$ cat config.mk
export PLATFORM = sky130hd
export DESIGN_NAME = trap_entry_unit
export DESIGN_NICKNAME = d
export VERILOG_FILES = /design/src/rtl/trap_entry_pkg.sv /design/src/rtl/trap_mode_sel.sv /design/src/rtl/trap_state_rewrite.sv /design/src/rtl/trap_gl_step.sv /design/src/rtl/trap_cwp_step.sv /design/src/rtl/trap_entry_unit.sv
export SDC_FILE = /design/constraint.sdc
export NUM_CORES = 1
export LEC_CHECK = 0
export BUFFER_PORTS_ARGS = -buffer_cell sky130_fd_sc_hd__buf_2
export CAP_MARGIN = 20
export CORE_MARGIN = 2
export CORE_UTILIZATION = 33
export DETAILED_ROUTE_END_ITERATION = 7
export HOLD_SLACK_MARGIN = 0.12
export PLACE_DENSITY = 0.71
export SLEW_MARGIN = 20
export SYNTH_ARGS = -nofsm -noshare
export SYNTH_HDL_FRONTEND = slang
export SYNTH_SLANG_ARGS = --single-unit
$ cat constraint.sdc
create_clock -name clk -period 1.9 [get_ports clk]
set_input_delay 0.38 -clock clk [delete_from_list [all_inputs] [get_ports clk]]
set_output_delay 0.38 -clock clk [all_outputs]
set_load 0.05 [all_outputs]
$ cat src/rtl/trap_entry_pkg.sv
package trap_entry_pkg;
   typedef enum logic [1:0] {
      TGT_PRIV  = 2'd0,
      TGT_HPRIV = 2'd1,
      TGT_ERR   = 2'd2
   } tgt_mode_e;

   // processor state word bit positions
   localparam int PS_IE   = 1;
   localparam int PS_PRIV = 2;
   localparam int PS_AM   = 3;
   localparam int PS_PEF  = 4;
   localparam int PS_TLE  = 8;
   localparam int PS_CLE  = 9;
   localparam int PS_MIN_W = PS_CLE + 1;

   // hypervisor state word bit positions
   localparam int HS_HPRIV = 2;
   localparam int HS_RED   = 5;
   localparam int HS_IBE   = 10;
   localparam int HS_MIN_W = HS_IBE + 1;

   // trap type that advances the window by one
   localparam logic [7:0] TT_WIN_STEP = 8'h24;
endpackage

$ cat src/rtl/trap_mode_sel.sv
module trap_mode_sel
   import trap_entry_pkg::*;
(
   input  logic [2:0] sel,
   output tgt_mode_e  mode
);
   // priority: error > hyperprivileged > privileged (also the default)
   always_comb begin
      casez (sel)
         3'b1??:  mode = TGT_ERR;
         3'b01?:  mode = TGT_HPRIV;
         default: mode = TGT_PRIV;
      endcase
   end
endmodule

$ cat src/rtl/trap_state_rewrite.sv
module trap_state_rewrite
   import trap_entry_pkg::*;
#(
   parameter int PS_W = 13,
   parameter int HS_W = 12
) (
   input  tgt_mode_e        mode,
   input  logic [PS_W-1:0]  ps_in,
   input  logic [HS_W-1:0]  hs_in,
   output logic [PS_W-1:0]  ps_out,
   output logic [HS_W-1:0]  hs_out
);
   if (PS_W < PS_MIN_W) begin : g_bad_ps
      $error("trap_state_rewrite: PS_W too small");
   end
   if (HS_W < HS_MIN_W) begin : g_bad_hs
      $error("trap_state_rewrite: HS_W too small");
   end

   always_comb begin
      ps_out = ps_in;
      hs_out = hs_in;
      unique case (mode)
         TGT_ERR: begin
            ps_out          = '0;
            ps_out[PS_PRIV] = ps_in[PS_PRIV];
            ps_out[PS_PEF]  = 1'b1;
            hs_out[HS_RED]  = 1'b1;
            hs_out[HS_HPRIV]= 1'b1;
            hs_out[HS_IBE]  = 1'b0;
         end
         TGT_HPRIV: begin
            ps_out[PS_PEF]  = 1'b1;
            ps_out[PS_AM]   = 1'b0;
            ps_out[PS_IE]   = 1'b0;
            ps_out[PS_CLE]  = 1'b0;
            hs_out[HS_RED]  = 1'b0;
            hs_out[HS_HPRIV]= 1'b1;
            hs_out[HS_IBE]  = 1'b0;
         end
         default: begin
            ps_out[PS_PEF]  = 1'b1;
            ps_out[PS_AM]   = 1'b0;
            ps_out[PS_IE]   = 1'b0;
            ps_out[PS_PRIV] = 1'b1;
            ps_out[PS_CLE]  = ps_in[PS_TLE];
         end
      endcase
   end
endmodule

$ cat src/rtl/trap_gl_step.sv
module trap_gl_step
   import trap_entry_pkg::*;
#(
   parameter int GL_W    = 3,
   parameter int MAX_GL  = 6,
   parameter int MAX_PGL = 2
) (
   input  tgt_mode_e        mode,
   input  logic [GL_W-1:0]  gl_in,
   output logic [GL_W-1:0]  gl_out
);
   localparam int EXT_W = GL_W + 1;
   localparam logic [EXT_W-1:0] CEIL_FULL = EXT_W'(MAX_GL);
   localparam logic [EXT_W-1:0] CEIL_PRIV = EXT_W'(MAX_PGL);

   if (MAX_GL >= (1 << GL_W)) begin : g_bad_max
      $error("trap_gl_step: MAX_GL does not fit GL_W");
   end
   if (MAX_PGL > MAX_GL) begin : g_bad_pmax
      $error("trap_gl_step: MAX_PGL exceeds MAX_GL");
   end

   logic [EXT_W-1:0] inc;
   logic [EXT_W-1:0] ceil_v;

   always_comb begin
      inc    = {1'b0, gl_in} + EXT_W'(1);
      ceil_v = (mode == TGT_PRIV) ? CEIL_PRIV : CEIL_FULL;
      gl_out = (inc > ceil_v) ? ceil_v[GL_W-1:0] : inc[GL_W-1:0];
   end
endmodule

$ cat src/rtl/trap_cwp_step.sv
module trap_cwp_step
   import trap_entry_pkg::*;
#(
   parameter int NWIN  = 8,
   parameter int CWP_W = 3
) (
   input  logic [7:0]        tt,
   input  logic [CWP_W-1:0]  cwp_in,
   input  logic [CWP_W-1:0]  cansave,
   output logic [CWP_W-1:0]  cwp_out
);
   localparam int  SUM_W   = CWP_W + 2;
   localparam bit  IS_POW2 = ((NWIN & (NWIN - 1)) == 0);
   localparam logic [SUM_W-1:0] WRAP = SUM_W'(NWIN);
   localparam logic [SUM_W-1:0] DEC  = SUM_W'(NWIN - 1);

   if (NWIN < 2) begin : g_bad_nwin
      $error("trap_cwp_step: NWIN must be at least 2");
   end

   logic [SUM_W-1:0] delta;
   logic [SUM_W-1:0] raw;

   always_comb begin
      if (tt == TT_WIN_STEP)
         delta = SUM_W'(1);
      else if (tt[7:6] == 2'b10)
         delta = {2'b00, cansave} + SUM_W'(2);
      else if (tt[7:6] == 2'b11)
         delta = DEC;
      else
         delta = '0;
      raw = {2'b00, cwp_in} + delta;
   end

   if (IS_POW2) begin : g_wrap_pow2
      assign cwp_out = raw[CWP_W-1:0];
   end else begin : g_wrap_sub
      // raw never exceeds 2*NWIN, so two conditional subtractions suffice
      logic [SUM_W-1:0] r1;
      logic [SUM_W-1:0] r2;
      always_comb begin
         r1 = (raw >= WRAP) ? raw - WRAP : raw;
         r2 = (r1  >= WRAP) ? r1  - WRAP : r1;
      end
      assign cwp_out = r2[CWP_W-1:0];
   end
endmodule

$ cat src/rtl/trap_entry_unit.sv
module trap_entry_unit
   import trap_entry_pkg::*;
#(
   parameter int PS_W    = 13,
   parameter int HS_W    = 12,
   parameter int GL_W    = 3,
   parameter int MAX_GL  = 6,
   parameter int MAX_PGL = 2,
   parameter int NWIN    = 8,
   localparam int CWP_W  = (NWIN > 2) ? $clog2(NWIN) : 1
) (
   input  logic              clk,
   input  logic              rst,
   input  logic              trap_valid,
   input  logic [7:0]        trap_type,
   input  logic [2:0]        tgt_sel,
   input  logic [PS_W-1:0]   cur_pstate,
   input  logic [HS_W-1:0]   cur_hpstate,
   input  logic [GL_W-1:0]   cur_gl,
   input  logic [CWP_W-1:0]  cur_cwp,
   input  logic [CWP_W-1:0]  cur_cansave,
   output logic [PS_W-1:0]   new_pstate,
   output logic [HS_W-1:0]   new_hpstate,
   output logic [GL_W-1:0]   new_gl,
   output logic [CWP_W-1:0]  new_cwp,
   output logic [7:0]        saved_tt,
   output logic [HS_W-1:0]   saved_htstate
);
   localparam logic [HS_W-1:0] HS_RST =
      (HS_W'(1) << HS_RED) | (HS_W'(1) << HS_HPRIV);

   tgt_mode_e          mode;
   logic [PS_W-1:0]    ps_nxt;
   logic [HS_W-1:0]    hs_nxt;
   logic [GL_W-1:0]    gl_nxt;
   logic [CWP_W-1:0]   cwp_nxt;

   trap_mode_sel u_mode (
      .sel  (tgt_sel),
      .mode (mode)
   );

   trap_state_rewrite #(.PS_W(PS_W), .HS_W(HS_W)) u_rewrite (
      .mode   (mode),
      .ps_in  (cur_pstate),
      .hs_in  (cur_hpstate),
      .ps_out (ps_nxt),
      .hs_out (hs_nxt)
   );

   trap_gl_step #(.GL_W(GL_W), .MAX_GL(MAX_GL), .MAX_PGL(MAX_PGL)) u_gl (
      .mode   (mode),
      .gl_in  (cur_gl),
      .gl_out (gl_nxt)
   );

   trap_cwp_step #(.NWIN(NWIN), .CWP_W(CWP_W)) u_cwp (
      .tt      (trap_type),
      .cwp_in  (cur_cwp),
      .cansave (cur_cansave),
      .cwp_out (cwp_nxt)
   );

   always_ff @(posedge clk) begin
      if (rst) begin
         new_pstate    <= '0;
         new_hpstate   <= HS_RST;
         new_gl        <= GL_W'(MAX_GL);
         new_cwp       <= '0;
         saved_tt      <= '0;
         saved_htstate <= '0;
      end else if (trap_valid) begin
         new_pstate    <= ps_nxt;
         new_hpstate   <= hs_nxt;
         new_gl        <= gl_nxt;
         new_cwp       <= cwp_nxt;
         saved_tt      <= trap_type;
         saved_htstate <= cur_hpstate;
      end
   end
endmodule

# After elaboration in Yosys (flattened, before gate mapping)
# Cells that the tools add are included.
[totals]
regBits = 49
latchBits = 0
mem_bits_rw = 0
rom_bits = 0
input_bits = 48
wordCells = 32
n_memories = 0
[classes]
n_addsub = 3
mul = 0
div = 0
n_lt_le_gt_ge = 1
n_eq_ne = 6
shift = 0
muxes = 14
bitwise_logic = 0
reduce_logical = 2
[ops]
columns = ["operator", "n"]
rows = [
  ["$mux W3", 6],
  ["$eq A8 B6 Y1 const B", 1],
  ["$eq A2 B2 Y1 const B", 3],
  ["$mux W1", 5],
  ["$add A3 B1 Y4 const B", 1],
  ["$eq A2 B1 Y1 const B", 2],
  ["$gt A4 B4 Y1", 1],
  ["$mux W4", 1],
  ["$pmux W2 S2", 1],
  ["$add A3 B2 Y3 const B", 1],
  ["$add A3 B3 Y3", 1],
  ["$logic_not A2 Y1", 1],
  ["$pmux W1 S2", 1],
  ["$reduce_or A2 Y1", 1],
]

# Depth between registers and ports, before layout
# Gate-level depths: netlist of the first run.
[logic_depth]
ltp_word = 6
mapped_depth = 9

# Cells and area by module
# A second synthesis of the first run with hierarchy kept.
[unflattened]
cells_unflattened = 228
area_unflattened_um2 = 2332.2
[modules_own_cells]
columns = ["mod", "n_inst", "cells_per_inst", "area_per_inst_um2"]
rows = [
  ["trap_entry_unit", 1, 165, 1864.3],
  ["trap_state_rewrite", 1, 29, 224.0],
  ["trap_gl_step", 1, 16, 118.9],
  ["trap_cwp_step", 1, 16, 115.1],
  ["trap_mode_sel", 1, 2, 10.0],
]

# Worst setup path after synthesis of the first run
# Ideal clock, no wire load.
[synth_path]
path_type = "input -> register"
start = "in trap_type[3]"
end = "reg new_cwp[2]"
arrival_time_ns = 1.913
required_ns = 1.814
slack_ns = -0.098
path_stages = 9
path_buffers = 0
path_cell_list = "nor4b_1 > nand3_1 > o21ai_0 > ha_1 > inv_1 > fa_1 > xor2_1 > xnor2_1 > a211oi_1"
[synth_between]
elab_chain_cells = 3
[synth_rtl]
columns = ["item", "line_no", "source"]
rows = [
  ["start, declared", "trap_entry_unit.sv:15", "input logic [7:0] trap_type,"],
  ["$eq A8 B6 Y1", "trap_cwp_step.sv:25", "if (tt == TT_WIN_STEP)"],
  ["$mux W3", "trap_cwp_step.sv:25", ""],
  ["$add A3 B3 Y3", "trap_cwp_step.sv:33", "raw = {2'b00, cwp_in} + delta;"],
  ["end signal, assigned", "trap_entry_unit.sv:76", "new_cwp <= cwp_nxt;"],
  ["end, declared", "trap_entry_unit.sv:25", "output logic [CWP_W-1:0] new_cwp,"],
]
# No other way between the ends.
# A chain may end at the register's enable or synchronous reset.

# Worst setup path in the final report of the first run
# Same ends and word-level chain as after synthesis.

==> results of run 1 <==
-- routing by layer --
layer / part of all wire / vias up / wire length [um] / GRT usage
met3: 0.060 / 7 / 231 / 0.0393
li1: - / 769 / - / -
met5: 0 / - / 0 / 0
met1: 0.47 / 684 / 1790 / 0.166
met4: 0.016 / 0 / 61 / 0.0491
met2: 0.46 / 54 / 1770 / 0.229
-- power by group through the flow --
stage               Combinational, mW  Sequential, mW  Clock, mW
detailed placement              0.518           0.929          0
floorplan                       0.212            1.10          0
finish                          0.513           0.910      0.531
global route                    0.550           0.917      0.583
global placement                0.510           0.928          0
CTS                             0.519           0.910      0.562
-- metrics by stage --
stage | instances | instance area [um^2] | setup slack, ns | util
floorplan | 182 | 1720 | 0.00313 | -
global placement | 333 | 2220 | -0.184 | 0.439
detailed placement | 333 | 2220 | -0.236 | 0.439
CTS | 340 | 2300 | 0.0687 | 0.456
global route | 340 | 2300 | 0.0201 | 0.456
finish | 340 | 2300 | 0.0874 | 0.456
-- sequential cells by signal, indices dropped and copies added (netlist names) --
register,count
new_cwp,3
new_gl,3
new_hpstate,12
new_pstate,11
saved_htstate,3
saved_tt,8
-- final timing paths --
path,start,endpoint,slack (ns),depth (start not counted)
hold / removal,cur_pstate[5],new_pstate[5]$_SDFFE_PP0P_,0.33,3
setup reg to reg,new_gl[2]$_SDFFE_PP1P_,new_gl[2]$_SDFFE_PP1P_,1.14,1
hold reg to reg,new_hpstate[10]$_SDFFE_PP0P_,new_hpstate[10]$_SDFFE_PP0P_,0.47,2
setup / recovery,trap_type[3],new_cwp[2]$_SDFFE_PP0P_,0.09,10
-- Yosys cell counts --
| cell | instances | area share |
|---|---|---|
| a2bb2oi_2 | 1 | 0.0088 |
| nor4b_1 | 1 | 0.0051 |
| xor2_1 | 3 | 0.015 |
| fa_1 | 1 | 0.012 |
| a211o_1 | 1 | 0.0051 |
| nor2b_4 | 1 | 0.0081 |
| buf_4 | 13 | 0.057 |
| ha_1 | 4 | 0.029 |
| o32ai_1 | 1 | 0.0051 |
| a211oi_1 | 3 | 0.013 |
| nor2b_1 | 3 | 0.011 |
| nand3b_1 | 1 | 0.0044 |
| a21oi_1 | 6 | 0.018 |
| clkbuf_1 | 5 | 0.011 |
| o21ai_0 | 6 | 0.018 |
| dfxtp_1 | 40 | 0.47 |
| mux2i_1 | 21 | 0.12 |
| and3_1 | 1 | 0.0037 |
| nor2_1 | 40 | 0.088 |
| buf_2 | 2 | 0.0059 |
| o31a_1 | 1 | 0.0051 |
| nand3_1 | 3 | 0.0088 |
| nand2_1 | 3 | 0.0066 |
| xnor2_1 | 1 | 0.0051 |
| inv_1 | 7 | 0.015 |
| a221o_1 | 1 | 0.0059 |
| conb_1 | 1 | 0.0022 |
| a22oi_1 | 5 | 0.022 |
| nand2b_1 | 4 | 0.015 |
| o22ai_1 | 1 | 0.0037 |
-- worst max-delay path, stage by stage --
cell	delay (ns)
buf_2	0.11
nor4b_2	0.25
nand3_1	0.11
o21ai_1	0.16
ha_2	0.18
inv_1	0.04
fa_2	0.33
xor2_1	0.15
xnor2_1	0.12
a211oi_1	0.18
-- kinds of logic after synthesis --
kind of cell / Yosys count
simple gates: 57
flops: 40
buf+inv: 27
compound gates: 26
mux: 21
fa+ha+maj: 5
xor+xnor: 4
other cells: 1
-- cell type report --
type,instances,share of cell area
flip-flops and latches,40,0.349
inverters,7,0.0114
multi-input cells,115,0.336
clock buffers,5,0.0300
repair buffers,101,0.231
clock inverters,2,0.00545
well taps,70,0.0381
==> flow_metrics.env, run 1 <==
export IMPL_synth_compound_area_frac=0.104
export IMPL_cts_tree="yes"
export IMPL_drive_above_1_share=0.422
export IMPL_insertion_delay_ns=0.28
export IMPL_setup_tns_final_ns=0
export IMPL_die_area_um2=5760
export IMPL_hold_viol=0
export IMPL_finalWirelength_mm=3.86
export IMPL_power_leakage_nw=1.18
export IMPL_die_h_um=75.9
export IMPL_drt_iter0_markers=73
export IMPL_finalCriticalPeriod_ns=1.81
export IMPL_cts_setup_buffers=0
export IMPL_core_um2=5040
export IMPL_end_kind="register"
export IMPL_htree_levels=2
export IMPL_grt_pass1_vias=1428
export IMPL_fin_skew_ns=0
export IMPL_route_detailed_drc=0
export IMPL_p_total_mw=1.95
export IMPL_p_int_mw=1.30
export IMPL_tightest_slew_ns=0.710
export IMPL_final_common_cell="buf_2"
export IMPL_fin_nets=323
export IMPL_crit_path_start_kind="input port"
export IMPL_synth_top_family_by_area="simple AND/OR/NAND/NOR gates"
export IMPL_yosysSeqAreaShare=0.469
export IMPL_hp_class="input port to register"
export IMPL_whs_ns=0.326
export IMPL_cts_resized=0
export IMPL_holdBufCountCts=0
export IMPL_cp_required_ns=2.10
export IMPL_grt_ovfl_total=0
export IMPL_start_util=0.338
export IMPL_crit_fanout=2
export IMPL_routed_via_count=1514
export IMPL_slew_viol_final=0
export IMPL_crit_type="input port to register"
export IMPL_area_growth_pct=34.6
export IMPL_place_hpwl_mm=2.91
export IMPL_arrival_ns=2.02
export IMPL_place_gp_congestion=0.807
export IMPL_grt_use_total=0.136
export IMPL_synth_fa_ha_area_frac=0.0411
export IMPL_slew_headroom=0.527
export IMPL_routedWlPerCell_um=11.3
export IMPL_ioPinCount=99
export IMPL_clock_power_share=0.272
export IMPL_maxCapViolCount=0
export IMPL_via_per_inst=4.45
export IMPL_synth_mux_area_frac=0.123
export IMPL_rows=26
export IMPL_antenna_left=0
export IMPL_synth_simple_gate_area_share=0.150
export IMPL_fillers=517
export IMPL_n_antenna_cell=0
export IMPL_synth_cell_type_count=30
export IMPL_p_per_area_nw_per_um2=851
export IMPL_port_buffers=91
export IMPL_synth_area_um2=1710
export IMPL_comb_power_share=0.263
export IMPL_clk_pin_slew_ns=0.08
export IMPL_synth_xor_xnor_area_share=0.0205
export IMPL_die_w_um=75.9
export IMPL_netSwitchingFraction=0.337
export IMPL_grt_pass1_wl_mm=6.42
export IMPL_p_sw_mw=0.658
export IMPL_p_seq_frac=0.466
export IMPL_grt_max_degree=41
export IMPL_rsz0062_at_grt="no"
export IMPL_finalSetupViolations=0
export IMPL_final_cell_mix="buf_2 (91), nor2_1 (40), dfxtp_1 (40), mux2i_1 (21), buf_4 (10)"
export IMPL_ff_latch_area_um2=801
export IMPL_cts_sinks=40
export IMPL_yosysWarningCount=0
export IMPL_multi_input_area_um2=771
export IMPL_antenna_found_initial=0
export IMPL_ir_drop_v=0.000422
export IMPL_clockBufferDepth=2
export IMPL_avgSynthCellArea_um2=9.43
export IMPL_cts_buffers=5
export IMPL_synth_cells=181
export IMPL_max_freq_ghz=0.552
export IMPL_status="completed"
export IMPL_period_share=0.954
export IMPL_root_buffer="clkbuf_8"
export IMPL_ys_seq_elements=40
export IMPL_firstDrtPassIters=4
Power figures use the tool's default switching activity.
==> inputs of run 2 (changes only) <==
--- a/config.mk
+++ b/config.mk
@@ -8,10 +8,10 @@
 export BUFFER_PORTS_ARGS = -buffer_cell sky130_fd_sc_hd__buf_2
 export CAP_MARGIN = 20
 export CORE_MARGIN = 2
-export CORE_UTILIZATION = 33
+export CORE_UTILIZATION = 35
 export DETAILED_ROUTE_END_ITERATION = 7
 export HOLD_SLACK_MARGIN = 0.12
-export PLACE_DENSITY = 0.71
+export PLACE_DENSITY = 0.74
 export SLEW_MARGIN = 20
 export SYNTH_ARGS = -nofsm -noshare
 export SYNTH_HDL_FRONTEND = slang
==> run 2 against run 1 <==
Compared with the run above: total power is 3.3% higher; register-to-register slack hardly changed; clock skew unchanged; cell area rose by 0.71%; setup slack worse by 0.018 ns.
==> flow_metrics.env, run 2 (same netlist as run 1, synthesis figures left out) <==
export IMPL_place_hpwl_mm=2.78
export IMPL_maxCapViolCount=0
export IMPL_largest_reg_flops=12
export IMPL_start_util=0.361
export IMPL_cts_resized=0
export IMPL_slew_viol_final=0
export IMPL_fin_area_um2=2310
export IMPL_htree_levels=2
export IMPL_cts_setup_buffers=0
export IMPL_antenna_found_initial=0
export IMPL_fin_skew_ns=0
export IMPL_reg_top3="new_hpstate (12), new_pstate (11), saved_tt (8)"
export IMPL_ir_drop_v=0.000392
export IMPL_root_buffer="clkbuf_8"
export IMPL_highest_signal_layer="met4"
export IMPL_insertion_delay_ns=0.28
export IMPL_finalWirelength_mm=3.84
export IMPL_route_detailed_drc=0
export IMPL_grt_pass1_vias=1443
export IMPL_max_freq_ghz=0.546
export IMPL_met2WireLength_mm=1.83
export IMPL_period_share=0.964
export IMPL_setup_tns_final_ns=0
export IMPL_crit_path_start_kind="input port"
export IMPL_rsz0062_at_grt="yes"
export IMPL_clockBufferDepth=2
export IMPL_drt_iter0_markers=50
export IMPL_area_growth_pct=35.6
export IMPL_port_buffers=91
export IMPL_routedWlPerCell_um=11.4
export IMPL_fin_nets=322
export IMPL_grt_ovfl_total=0
export IMPL_postLayoutCoreUtil=0.490
export IMPL_grt_max_degree=42
export IMPL_wl_met1_mm=1.75
export IMPL_clk_pin_slew_ns=0.07
export IMPL_tightest_slew_ns=0.731
export IMPL_holdBufCountCts=0
export IMPL_cp_required_ns=2.10
export IMPL_place_gp_congestion=0.748
export IMPL_finalCriticalPeriod_ns=1.83
export IMPL_power_leakage_nw=1.19
export IMPL_rows=25
export IMPL_cts_buffers=5
export IMPL_n_antenna_cell=0
export IMPL_p_per_area_nw_per_um2=872
export IMPL_cts_tree="yes"
export IMPL_dpl_cell_area_um2=2220
export IMPL_end_kind="register"
export IMPL_status="completed"
export IMPL_grt_pass1_wl_mm=6.29
export IMPL_die_w_um=73.8
export IMPL_dr_wl_met3_um=242
export IMPL_crit_type="input port to register"
export IMPL_via_per_inst=4.48
export IMPL_firstDrtPassIters=4
export IMPL_grt_use_total=0.148
export IMPL_arrival_ns=2.03
export IMPL_cts_sinks=40
export IMPL_final_cell_mix="buf_2 (91), nor2_1 (40), dfxtp_1 (40), mux2i_1 (21), buf_4 (8)"
export IMPL_hold_viol=0
export IMPL_die_h_um=73.8
export IMPL_hp_class="input port to register"
export IMPL_drive_above_1_share=0.420
export IMPL_antenna_left=0
export IMPL_p_total_mw=2.02
export IMPL_final_common_cell="buf_2"
export IMPL_die_area_um2=5450
export IMPL_slew_headroom=0.513
export IMPL_core_um2=4720
export IMPL_crit_fanout=2
export IMPL_ioPinCount=99
export IMPL_largest_register="new_hpstate"
export IMPL_routed_via_count=1505
export IMPL_finalSetupViolations=0
==> run 2: cell count changes in the layout (fill, tap and decap cells not counted), sizes merged <==
cell | previous run | this run
clkinv | 1 | 0
clkinvlp | 1 | 0
clkbuf | 5 | 7
buf | 101 | 100
==> run 2: power breakdown <==
part	switching, mW	internal [mW]
Combinational	0.351	0.162
Sequential	0.0238	0.887
Clock	0.271	0.323
==> run 2: worst max-delay path, stage by stage <==
cell and delay (ns):
buf_2 0.11, nor4b_2 0.25, nand3_1 0.11, o21ai_1 0.16, ha_2 0.17, inv_1 0.05, fa_2 0.33, xor2_1 0.16
xnor2_1 0.13, a211oi_1 0.18
==> run 2: per-layer routing <==
layer,global-route usage,vias up
met1,0.181,679
met3,0.0412,2
met2,0.254,54
met5,0,-
met4,0.0424,0
li1,-,770
==> run 2: stage by stage <==
stage               setup slack (ns)  cells  hold WS, ns
floorplan                    0.00313    182        0.519
global placement              -0.174    329        0.444
detailed placement            -0.223    329        0.450
CTS                           0.0665    336        0.319
global route                 -0.0721    336        0.338
finish                        0.0690    336        0.326
==> run 2: worst paths after layout <==
kind / slack (ns) / startpoint / to / depth (start not counted)
max: 0.07 / trap_type[3] / new_cwp[2]$_SDFFE_PP0P_ / 10
min: 0.33 / cur_pstate[10] / new_pstate[10]$_SDFFE_PP0P_ / 3
min reg2reg: 0.46 / new_pstate[9]$_SDFFE_PP0P_ / new_pstate[9]$_SDFFE_PP0P_ / 2
max reg2reg: 1.14 / new_gl[2]$_SDFFE_PP1P_ / new_gl[2]$_SDFFE_PP1P_ / 1
==> run 2: final cells by class <==
cell class              instances  area (um^2)
fillers                       465         2410
flip-flops and latches         40          801
multi-input cells             115          771
repair buffers                100          536
clock buffers                   7         96.3
well taps                      67         83.8
inverters                       7         26.3
==> inputs of run 3 (changes only) <==
--- a/config.mk
+++ b/config.mk
@@ -5,13 +5,13 @@
 export SDC_FILE = /design/constraint.sdc
 export NUM_CORES = 1
 export LEC_CHECK = 0
-export BUFFER_PORTS_ARGS = -buffer_cell sky130_fd_sc_hd__buf_2
 export CAP_MARGIN = 20
 export CORE_MARGIN = 2
 export CORE_UTILIZATION = 35
 export DETAILED_ROUTE_END_ITERATION = 7
+export DONT_BUFFER_PORTS = 1
 export HOLD_SLACK_MARGIN = 0.12
-export PLACE_DENSITY = 0.74
+export PLACE_DENSITY = 0.56
 export SLEW_MARGIN = 20
 export SYNTH_ARGS = -nofsm -noshare
 export SYNTH_HDL_FRONTEND = slang
==> run 3 against run 2 <==
Compared with the run above: cell count decreased by 26%; clock-buffer cell count unchanged; critical path depth decreased by 3; hold slack got worse by 0.17 ns; critical endpoint is now new_gl[2]$_SDFFE_PP1P_; global-route usage decreased by 2.0 points; clock skew unchanged; register-to-register slack got worse by 0.31 ns; die area unchanged.
==> flow_metrics.env, run 3 (same netlist as run 1, synthesis figures left out) <==
export IMPL_status="completed"
export IMPL_port_buffers=0
export IMPL_start_util=0.361
export IMPL_core_um2=4720
export IMPL_arrival_ns=1.88
export IMPL_dpl_cell_area_um2=1760
export IMPL_rsz0062_at_grt="no"
export IMPL_rows=25
export IMPL_cts_setup_buffers=0
export IMPL_clk_pin_slew_ns=0.08
export IMPL_fin_skew_ns=0
export IMPL_routed_via_count=1225
export IMPL_cts_buffers=5
export IMPL_clockBufferDepth=2
export IMPL_place_ws_ns=-0.0859
export IMPL_via_per_inst=4.94
export IMPL_n_antenna_cell=0
export IMPL_routedWlPerCell_um=14.1
export IMPL_grt_max_degree=43
export IMPL_crit_path_start_kind="input port"
export IMPL_grt_use_total=0.129
export IMPL_max_freq_ghz=0.585
export IMPL_crit_slowest_cell="ha_1"
export IMPL_fin_area_um2=1890
export IMPL_firstDrtPassIters=4
export IMPL_end_kind="register"
export IMPL_antenna_found_initial=0
export IMPL_area_growth_pct=10.8
export IMPL_cts_tree="yes"
export IMPL_slew_viol_final=0
export IMPL_period_share=0.900
export IMPL_tightest_slew_ns=0.557
export IMPL_power_leakage_nw=0.812
export IMPL_hold_viol=0
export IMPL_root_buffer="clkbuf_8"
export IMPL_finalWirelength_mm=3.50
export IMPL_holdBufCountCts=0
export IMPL_grt_ovfl_total=0
export IMPL_route_detailed_drc=0
export IMPL_p_per_area_nw_per_um2=1080
export IMPL_die_area_um2=5450
export IMPL_grt_pass1_vias=1235
export IMPL_finalCriticalPeriod_ns=1.71
export IMPL_slowest_delay_ns=0.30
export IMPL_crit_path_cell_trace="ha_2 -> xor2_1 -> ha_1 -> nor2b_4 -> a2bb2oi_2 -> o31a_1 -> a221o_1"
export IMPL_antenna_left=0
export IMPL_place_gp_congestion=0.651
export IMPL_htree_levels=2
export IMPL_setup_slack_ns=0.190
export IMPL_largest_register="new_hpstate"
export IMPL_hp_class="input port to register"
export IMPL_finalSetupViolations=0
export IMPL_reg_top3="new_hpstate (12), new_pstate (11), saved_tt (8)"
export IMPL_setup_tns_final_ns=0
export IMPL_die_w_um=73.8
export IMPL_insertion_delay_ns=0.28
export IMPL_drive_above_1_share=0.138
export IMPL_cp_required_ns=2.07
export IMPL_fin_nets=233
export IMPL_cts_resized=0
export IMPL_grt_pass1_wl_mm=5.38
export IMPL_crit_fanout=4
export IMPL_cts_sinks=40
export IMPL_maxCapViolCount=0
export IMPL_crit_type="input port to register"
export IMPL_ir_drop_v=0.000512
export IMPL_drt_iter0_markers=20
export IMPL_largest_reg_flops=12
export IMPL_die_h_um=73.8
export IMPL_final_cell_mix="nor2_1 (40), dfxtp_1 (40), mux2i_1 (21), buf_4 (11)"
export IMPL_ioPinCount=99
export IMPL_slew_headroom=0.627
run 3: cell type report:
class | count | area, um^2
repair buffers | 11 | 82.6
clock buffers | 7 | 96.3
well taps | 67 | 83.8
clock inverters | 1 | 30.0
multi-input cells | 115 | 771
fillers | 491 | 2830
inverters | 7 | 26.3
flip-flops and latches | 40 | 801
run 3: power breakdown:
part | leakage [nW] | internal (mW) | switching [mW] | total (mW)
combinational | 0.418 | 0.0949 | 0.159 | 0.254
clock | 0.0645 | 0.463 | 0.278 | 0.741
sequential | 0.330 | 0.886 | 0.157 | 1.04
total | 0.812 | 1.44 | 0.594 | 2.04
run 3: worst max-delay path, delay by kind of cell:
kind / cells / cell delay [ns]
compound gates: 3 / 0.68
xor+xnor: 1 / 0.21
fa+ha+maj: 2 / 0.46
simple gates: 1 / 0.14
run 3: final timing paths:
path / startpoint / endpoint / slack, ns / depth (start not counted)
worst min register to register: new_hpstate[11]$_SDFFE_PP0P_ / new_hpstate[11]$_SDFFE_PP0P_ / 0.50 / 2
worst min-delay path: rst / saved_tt[5]$_SDFFE_PP0P_ / 0.16 / 1
worst max register to register: new_gl[0]$_SDFFE_PP0P_ / new_gl[0]$_SDFFE_PP0P_ / 0.83 / 3
worst max-delay path: cur_gl[0] / new_gl[2]$_SDFFE_PP1P_ / 0.19 / 7
run 3: layer usage:
metal	up-vias	part of all wire	global-route usage
met5	-	0	0
met3	6	0.11	0.0617
met1	566	0.39	0.139
li1	590	-	-
met4	0	0.014	0.0545
met2	63	0.48	0.214
run 3: per-stage QoR:
stage / hold WS [ns] / instances / power, mW / util
floorplan: 0.519 / 182 / 1.31 / -
global placement: 0.457 / 240 / 1.31 / 0.374
detailed placement: 0.458 / 240 / 1.32 / 0.374
CTS: 0.143 / 248 / 2.08 / 0.400
global route: 0.137 / 248 / 2.13 / 0.400
finish: 0.159 / 248 / 2.04 / 0.400
